--- src/rtl/dma_stage_pkg.sv ---
package dma_stage_pkg;

  localparam int unsigned ADDR_W = 3;

  localparam logic [ADDR_W-1:0] OFF_LSA     = 3'd0;
  localparam logic [ADDR_W-1:0] OFF_EAH     = 3'd1;
  localparam logic [ADDR_W-1:0] OFF_EAL     = 3'd2;
  localparam logic [ADDR_W-1:0] OFF_SIZETAG = 3'd3;
  localparam logic [ADDR_W-1:0] OFF_CMD     = 3'd4;
  localparam logic [ADDR_W-1:0] OFF_CMDSTAT = 3'd5;
  localparam logic [ADDR_W-1:0] OFF_QSTAT   = 3'd6;

  localparam logic [31:0] ENQ_OK_CODE = 32'h0000_0001;
  localparam logic [31:0] QEMPTY_FLAG = 32'h8000_0000;

  typedef struct packed {
    logic ldLsa;
    logic ldEah;
    logic ldEal;
    logic ldSizeTag;
    logic arm;
    logic clear;
    logic reject;
  } stageStrobe_t;

endpackage

--- src/rtl/dma_stage_ctrl.sv ---
module dma_stage_ctrl
  import dma_stage_pkg::*;
#(
  parameter int unsigned LS_BYTES  = 262144,
  parameter int unsigned MAX_XFER  = 16384,
  parameter int unsigned TAG_COUNT = 32
) (
  input  logic              clk,
  input  logic              rstN,
  input  logic              wrEn,
  input  logic [ADDR_W-1:0] addr,
  input  logic [31:0]       wrData,
  input  logic              reqReady,
  output stageStrobe_t      strobe,
  output logic              pending,
  output logic              errStrobe
);

  logic pendingQ;
  logic lsaOk;
  logic sizeTagOk;
  logic issue;

  assign lsaOk     = wrData < LS_BYTES;
  assign sizeTagOk = ({16'b0, wrData[31:16]} <= MAX_XFER) &&
                     ({16'b0, wrData[15:0]} < TAG_COUNT);
  assign issue     = pendingQ && reqReady;

  always_comb begin
    strobe       = '0;
    strobe.clear = issue;
    if (wrEn) begin
      if (pendingQ) begin
        strobe.reject = 1'b1;
      end else begin
        unique case (addr)
          OFF_LSA:     if (lsaOk) strobe.ldLsa = 1'b1; else strobe.reject = 1'b1;
          OFF_EAH:     strobe.ldEah = 1'b1;
          OFF_EAL:     strobe.ldEal = 1'b1;
          OFF_SIZETAG: if (sizeTagOk) strobe.ldSizeTag = 1'b1; else strobe.reject = 1'b1;
          OFF_CMD:     strobe.arm = 1'b1;
          default:     strobe.reject = 1'b1;
        endcase
      end
    end
  end

  always_ff @(posedge clk) begin
    if (!rstN) begin
      pendingQ  <= 1'b0;
      errStrobe <= 1'b0;
    end else begin
      errStrobe <= strobe.reject;
      if (strobe.arm)  pendingQ <= 1'b1;
      else if (issue)  pendingQ <= 1'b0;
    end
  end

  assign pending = pendingQ;

  AST_ERR_FOLLOWS_WRITE: assert property (@(posedge clk) disable iff (!rstN)
    errStrobe |-> $past(wrEn));

  AST_PENDING_HOLD: assert property (@(posedge clk) disable iff (!rstN)
    pendingQ && !reqReady |=> pendingQ);

  AST_PENDING_REFUSES: assert property (@(posedge clk) disable iff (!rstN)
    pendingQ && wrEn |=> errStrobe);

endmodule

--- src/rtl/dma_stage_dp.sv ---
module dma_stage_dp
  import dma_stage_pkg::*;
#(
  parameter int unsigned LSA_W       = 18,
  parameter int unsigned TAG_W       = 5,
  parameter int unsigned MAX_XFER    = 16384,
  parameter int unsigned START_BIT   = 12,
  parameter int unsigned QUEUE_SPACE = 8
) (
  input  logic              clk,
  input  logic              rstN,
  input  stageStrobe_t      strobe,
  input  logic              pending,
  input  logic              reqReady,
  input  logic [ADDR_W-1:0] addr,
  input  logic [31:0]       wrData,
  output logic [31:0]       rdData,
  output logic              reqValid,
  output logic [LSA_W-1:0]  reqLsa,
  output logic [63:0]       reqEa,
  output logic [15:0]       reqSize,
  output logic [TAG_W-1:0]  reqTag,
  output logic [31:0]       reqCmd,
  output logic              runStart
);

  localparam logic [31:0] START_MASK = 32'd1 << START_BIT;
  localparam int unsigned TAG_PAD    = 16 - TAG_W;

  logic [LSA_W-1:0] lsaQ;
  logic [31:0]      eahQ;
  logic [31:0]      ealQ;
  logic [15:0]      sizeQ;
  logic [TAG_W-1:0] tagQ;
  logic [31:0]      cmdQ;
  logic             startQ;

  always_ff @(posedge clk) begin
    if (!rstN || strobe.clear) begin
      lsaQ   <= '0;
      eahQ   <= '0;
      ealQ   <= '0;
      sizeQ  <= '0;
      tagQ   <= '0;
      cmdQ   <= '0;
      startQ <= 1'b0;
    end else begin
      if (strobe.ldLsa) lsaQ <= wrData[LSA_W-1:0];
      if (strobe.ldEah) eahQ <= wrData;
      if (strobe.ldEal) ealQ <= wrData;
      if (strobe.ldSizeTag) begin
        sizeQ <= wrData[31:16];
        tagQ  <= wrData[TAG_W-1:0];
      end
      if (strobe.arm) begin
        cmdQ   <= wrData & ~START_MASK;
        startQ <= wrData[START_BIT];
      end
    end
  end

  assign reqValid = pending && reqReady;
  assign reqLsa   = lsaQ;
  assign reqEa    = {eahQ, ealQ};
  assign reqSize  = sizeQ;
  assign reqTag   = tagQ;
  assign reqCmd   = cmdQ;
  assign runStart = reqValid && startQ;

  always_comb begin
    unique case (addr)
      OFF_LSA:     rdData = {{(32-LSA_W){1'b0}}, lsaQ};
      OFF_EAH:     rdData = eahQ;
      OFF_EAL:     rdData = ealQ;
      OFF_SIZETAG: rdData = {sizeQ, {TAG_PAD{1'b0}}, tagQ};
      OFF_CMDSTAT: rdData = ENQ_OK_CODE;
      OFF_QSTAT:   rdData = QEMPTY_FLAG | QUEUE_SPACE;
      default:     rdData = '0;
    endcase
  end

  AST_SIZE_LIMIT: assert property (@(posedge clk) disable iff (!rstN)
    {16'b0, sizeQ} <= MAX_XFER);

  AST_REJECT_KEEPS: assert property (@(posedge clk) disable iff (!rstN)
    strobe.reject && !strobe.clear |=> $stable(lsaQ) && $stable(sizeQ) && $stable(tagQ));

  AST_ONE_PULSE: assert property (@(posedge clk) disable iff (!rstN)
    reqValid |=> !reqValid);

  AST_CLEAR_AFTER_ISSUE: assert property (@(posedge clk) disable iff (!rstN)
    reqValid |=> lsaQ == '0 && eahQ == '0 && ealQ == '0 && sizeQ == '0 && tagQ == '0);

  AST_CMD_MASKED: assert property (@(posedge clk) disable iff (!rstN)
    reqValid |-> !reqCmd[START_BIT]);

endmodule

--- src/rtl/dma_cmd_stage.sv ---
module dma_cmd_stage
  import dma_stage_pkg::*;
#(
  parameter int unsigned LS_BYTES    = 262144,
  parameter int unsigned MAX_XFER    = 16384,
  parameter int unsigned TAG_COUNT   = 32,
  parameter int unsigned START_BIT   = 12,
  parameter int unsigned QUEUE_SPACE = 8,
  parameter int unsigned LSA_W       = $clog2(LS_BYTES),
  parameter int unsigned TAG_W       = $clog2(TAG_COUNT)
) (
  input  logic              clk,
  input  logic              rstN,
  input  logic              wrEn,
  input  logic [ADDR_W-1:0] addr,
  input  logic [31:0]       wrData,
  output logic [31:0]       rdData,
  input  logic              reqReady,
  output logic              reqValid,
  output logic [LSA_W-1:0]  reqLsa,
  output logic [63:0]       reqEa,
  output logic [15:0]       reqSize,
  output logic [TAG_W-1:0]  reqTag,
  output logic [31:0]       reqCmd,
  output logic              runStart,
  output logic              errStrobe
);

  stageStrobe_t strobe;
  logic         pending;

  dma_stage_ctrl #(
    .LS_BYTES (LS_BYTES),
    .MAX_XFER (MAX_XFER),
    .TAG_COUNT(TAG_COUNT)
  ) u_ctrl (
    .clk      (clk),
    .rstN     (rstN),
    .wrEn     (wrEn),
    .addr     (addr),
    .wrData   (wrData),
    .reqReady (reqReady),
    .strobe   (strobe),
    .pending  (pending),
    .errStrobe(errStrobe)
  );

  dma_stage_dp #(
    .LSA_W      (LSA_W),
    .TAG_W      (TAG_W),
    .MAX_XFER   (MAX_XFER),
    .START_BIT  (START_BIT),
    .QUEUE_SPACE(QUEUE_SPACE)
  ) u_dp (
    .clk     (clk),
    .rstN    (rstN),
    .strobe  (strobe),
    .pending (pending),
    .reqReady(reqReady),
    .addr    (addr),
    .wrData  (wrData),
    .rdData  (rdData),
    .reqValid(reqValid),
    .reqLsa  (reqLsa),
    .reqEa   (reqEa),
    .reqSize (reqSize),
    .reqTag  (reqTag),
    .reqCmd  (reqCmd),
    .runStart(runStart)
  );

  AST_START_WITH_VALID: assert property (@(posedge clk) disable iff (!rstN)
    runStart |-> reqValid);

endmodule

--- config.mk ---
export PLATFORM = sky130hd
export DESIGN_NAME = dma_cmd_stage
export DESIGN_NICKNAME = d
export VERILOG_FILES = /design/src/rtl/dma_stage_pkg.sv /design/src/rtl/dma_stage_ctrl.sv /design/src/rtl/dma_stage_dp.sv /design/src/rtl/dma_cmd_stage.sv
export SDC_FILE = /design/constraint.sdc
export NUM_CORES = 1
export LEC_CHECK = 0
export CORE_UTILIZATION = 30
export DETAILED_ROUTE_END_ITERATION = 10
export PLACE_DENSITY_LB_ADDON = 0.25
export SLEW_MARGIN = 25
export SYNTH_ARGS = -nofsm -noshare
export SYNTH_HDL_FRONTEND = slang
export SYNTH_SLANG_ARGS = --single-unit
--- constraint.sdc ---
create_clock -name clk -period 1.8 [get_ports clk]
set_clock_uncertainty 0.05 [all_clocks]
set_input_delay 0.27 -clock clk [delete_from_list [all_inputs] [get_ports clk]]
set_output_delay 0.27 -clock clk [all_outputs]
set_load 0.05 [all_outputs]
==> reports/results.ini <==
[run_status]
failed_checks=negative setup slack
run_status=complete, but fails checks

[worst_setup_path]
crit_slowest_cell=mux4_2
path_cells=mux4_2, and2_4, buf_8
cpPeakStageDelay_ns=0.46
crit_cells=3
cp_max_fo=2
critPathKind=flip-flop to output pin
crit_arrival_ns=1.50
r2r_slack_ns=0.14
reg2reg_from=u_ctrl.pending
crit_start=u_dp.reqSize[0]
worst-path-buf-inv=1
r2r-end=u_dp.reqLsa[16]
critical-path-top-delay-family=multiplexers
reg2regPathDepth=7
worst-endpoint-required_ns=1.48
cp-end-kind=output pin
cp-start-kind=flip-flop
endpoint=rdData[16]

[yosys]
synthCells=736
async_reset_ff_share_pct=0
yosysUniqueCellTypes=40
avgSynthCellArea_um2=8.00
synth-seq-cells=137
yosys_warnings=0
syn_area_mm2=0.00589
synth_nets=775
ys_seq_area_share_pct=46.6
ys.flop_type=dfxtp_1
synth-edff-count=0

[floorplanning]
die_x_um=142
coreArea_mm2=0.0190
ios=209
die_h_um=142
rows=50
initial_core_util_pct=31.1
dieArea_mm2=0.0202

[grt]
first_global_vias=5921
gr-total-overflow=0
grt_max_degree=36
grt_pass1_wl_um=34200
antenna_found_initial=1
grt_util_all_layers_pct=22.4

[place]
port_buffers=207
routabilityCongestion=0.796
hpwl_um=15900
placedInstanceArea_mm2=0.00899

[timing]
setup_viol_count_final=5
postLayoutSetupSlackWorst_ns=-0.0238
final.period_utilization_pct=101
rsz0062_at_grt=true
finalHoldViolations=0
timing.hold.ws_ns=0.145
drv_slew=0
fmax_mhz=548
min_period_ns=1.82

[pwr]
seqPwrFrac_pct=40.6
power_frac_comb_pct=12.8
p_switching_mw=1.96
peakVddDrop_mv=0.583
swShare_pct=25.6
clkPwrFrac_pct=46.6
p_per_area_mw_per_mm2=755
p_int_mw=5.70
p_leak_nw=4.08
power_mw=7.66

[clock_network]
hold_buffers=0
clock_sinks=137
clock_latency_ns=0.41
clk_pin_slew_worst_paths_ns=0.06
tritoncts=yes
root_buffer=clkbuf_16
h-tree-depth=4
cts_buffer_depth=2
cts_made_buffers=17

[final_layout]
layout_common_cells=buf_4, nand2_1, a21oi_1
num-fill-cells=1738
final_common_cell=buf_4
drive_gt1_share_pct=42.4
nNetsFinal=1051
area_growth_pct=72.4
stdcell_area_mm2=0.0101

[route]
post_drt_wl_per_cell_um=17.7
postRouteAntennaNets=0
drt_wl_total_um=22800
dr.pass1.iters=5
viasPerCell=4.92
drt_iter0_drc=248
drc=0
vias=6325

[hold_path]
hold_class=input port to flip-flop

[job]
drv_cap=0

[layer usage]
metal  wire, µm  GRT usage [%]
met1      10200           29.7
met2      11100           36.6
met3       1180           4.34
met4        335           7.13
met5          0              0
[cell families (layout without fill, tap and decap cells)]
kind of cell           Yosys count  after routing  share of synthesized area, %
flip-flops                     137            137                          46.6
other                            1              2                        0.0637
buffers and inverters           67            355                          5.76
AND/OR/NAND/NOR                305            305                          21.8
AO/OA/AOI/OAI                  176            176                          15.9
multiplexers                    50             50                          9.88
[tightest hold or removal path, cell delays in order]
cell and delay, ns:
dlymetal6s2s_1 0.16, nand2_1 0.09, a31oi_1 0.04
[registers in the layout (all words and copies together), names as in the netlist]
register          cells
u_dp.reqTag           5
u_dp.eahQ            32
u_dp.ealQ            32
u_dp.reqSize         16
u_dp.reqCmd          31
u_ctrl.errStrobe      1
u_ctrl.pending        1
u_dp.startQ           1
u_dp.reqLsa          18
[worst min path at each step]
| stage | depth (start not counted) | slack (ns) | startpoint | to |
|---|---|---|---|---|
| floorplan | 2 | 0.34 | wrEn | u_ctrl.errStrobe |
| detailed placement | 2 | 0.40 | u_dp.reqCmd[26] | u_dp.reqCmd[26] |
| CTS | 4 | 0.33 | wrData[27] | u_dp.reqCmd[27] |
| finish | 3 | 0.15 | wrEn | u_ctrl.errStrobe |
| global placement | 2 | 0.39 | u_dp.reqCmd[26] | u_dp.reqCmd[26] |
| global route | 3 | 0.15 | wrEn | u_ctrl.errStrobe |
[Yosys cell counts, drive strengths merged, types with 2 or more instances]
cell | instances | area share, %
a21oi | 129 | 11
nand2 | 199 | 13
buf | 22 | 2.7
o22ai | 2 | 0.21
o21ai | 24 | 2.0
nor2 | 56 | 4.0
mux2 | 15 | 2.9
inv | 3 | 0.19
nor2b | 2 | 0.21
nor4 | 6 | 0.85
dfxtp | 137 | 47
mux4 | 5 | 1.9
mux2i | 30 | 5.1
nor3b | 2 | 0.34
and2 | 8 | 0.85
or3 | 2 | 0.21
nand3 | 23 | 2.0
a22oi | 15 | 1.9
nor3 | 3 | 0.25
clkbuf | 42 | 2.8
nand2b | 2 | 0.21
[power by group through the flow]
stage               Clock (mW)  Combinational (mW)  Sequential [mW]
floorplan                    0               0.304             3.33
global placement             0               0.945             3.18
detailed placement           0               0.947             3.18
CTS                       3.63               0.960             3.11
global route              3.79                1.03             3.12
finish                    3.57               0.979             3.11
[through the flow]
step	worst slack (ns)	setup TNS, ns	instances	util [%]
2_1_floorplan	-0.00846	-0.0110	736	-
3_3_place_gp	-0.708	-30.17	1226	47.4
3_5_place_dp	-0.745	-33.07	1226	47.4
4_1_cts	-0.0347	-0.138	1273	52.3
5_1_grt	-0.0751	-0.313	1284	53.5
6_report	-0.0238	-0.0616	1285	53.5
[final cells by class]
class                           count  area, µm²  share of cell area, %
Timing Repair Buffer              321       3250                   32.0
Tap cell                          260        325                   3.21
Inverter                            3       11.3                  0.111
Clock buffer                       19        453                   4.46
Sequential cell                   137       2770                   27.3
Clock inverter                     12        149                   1.47
Antenna cell                        1       2.50                 0.0247
Multi-Input combinational cell    532       3190                   31.4
[what timing repair did]
| item | 4_1_cts | 5_1_grt |
|---|---|---|
| buffers inserted | 13 | 8 |
| pin swaps | 10 | 9 |
| endpoints found under the setup margin | 75 | 55 |
| resized for setup | 66 | 61 |
| gates cloned | 3 | 3 |
(Power assumes the default switching activity.)
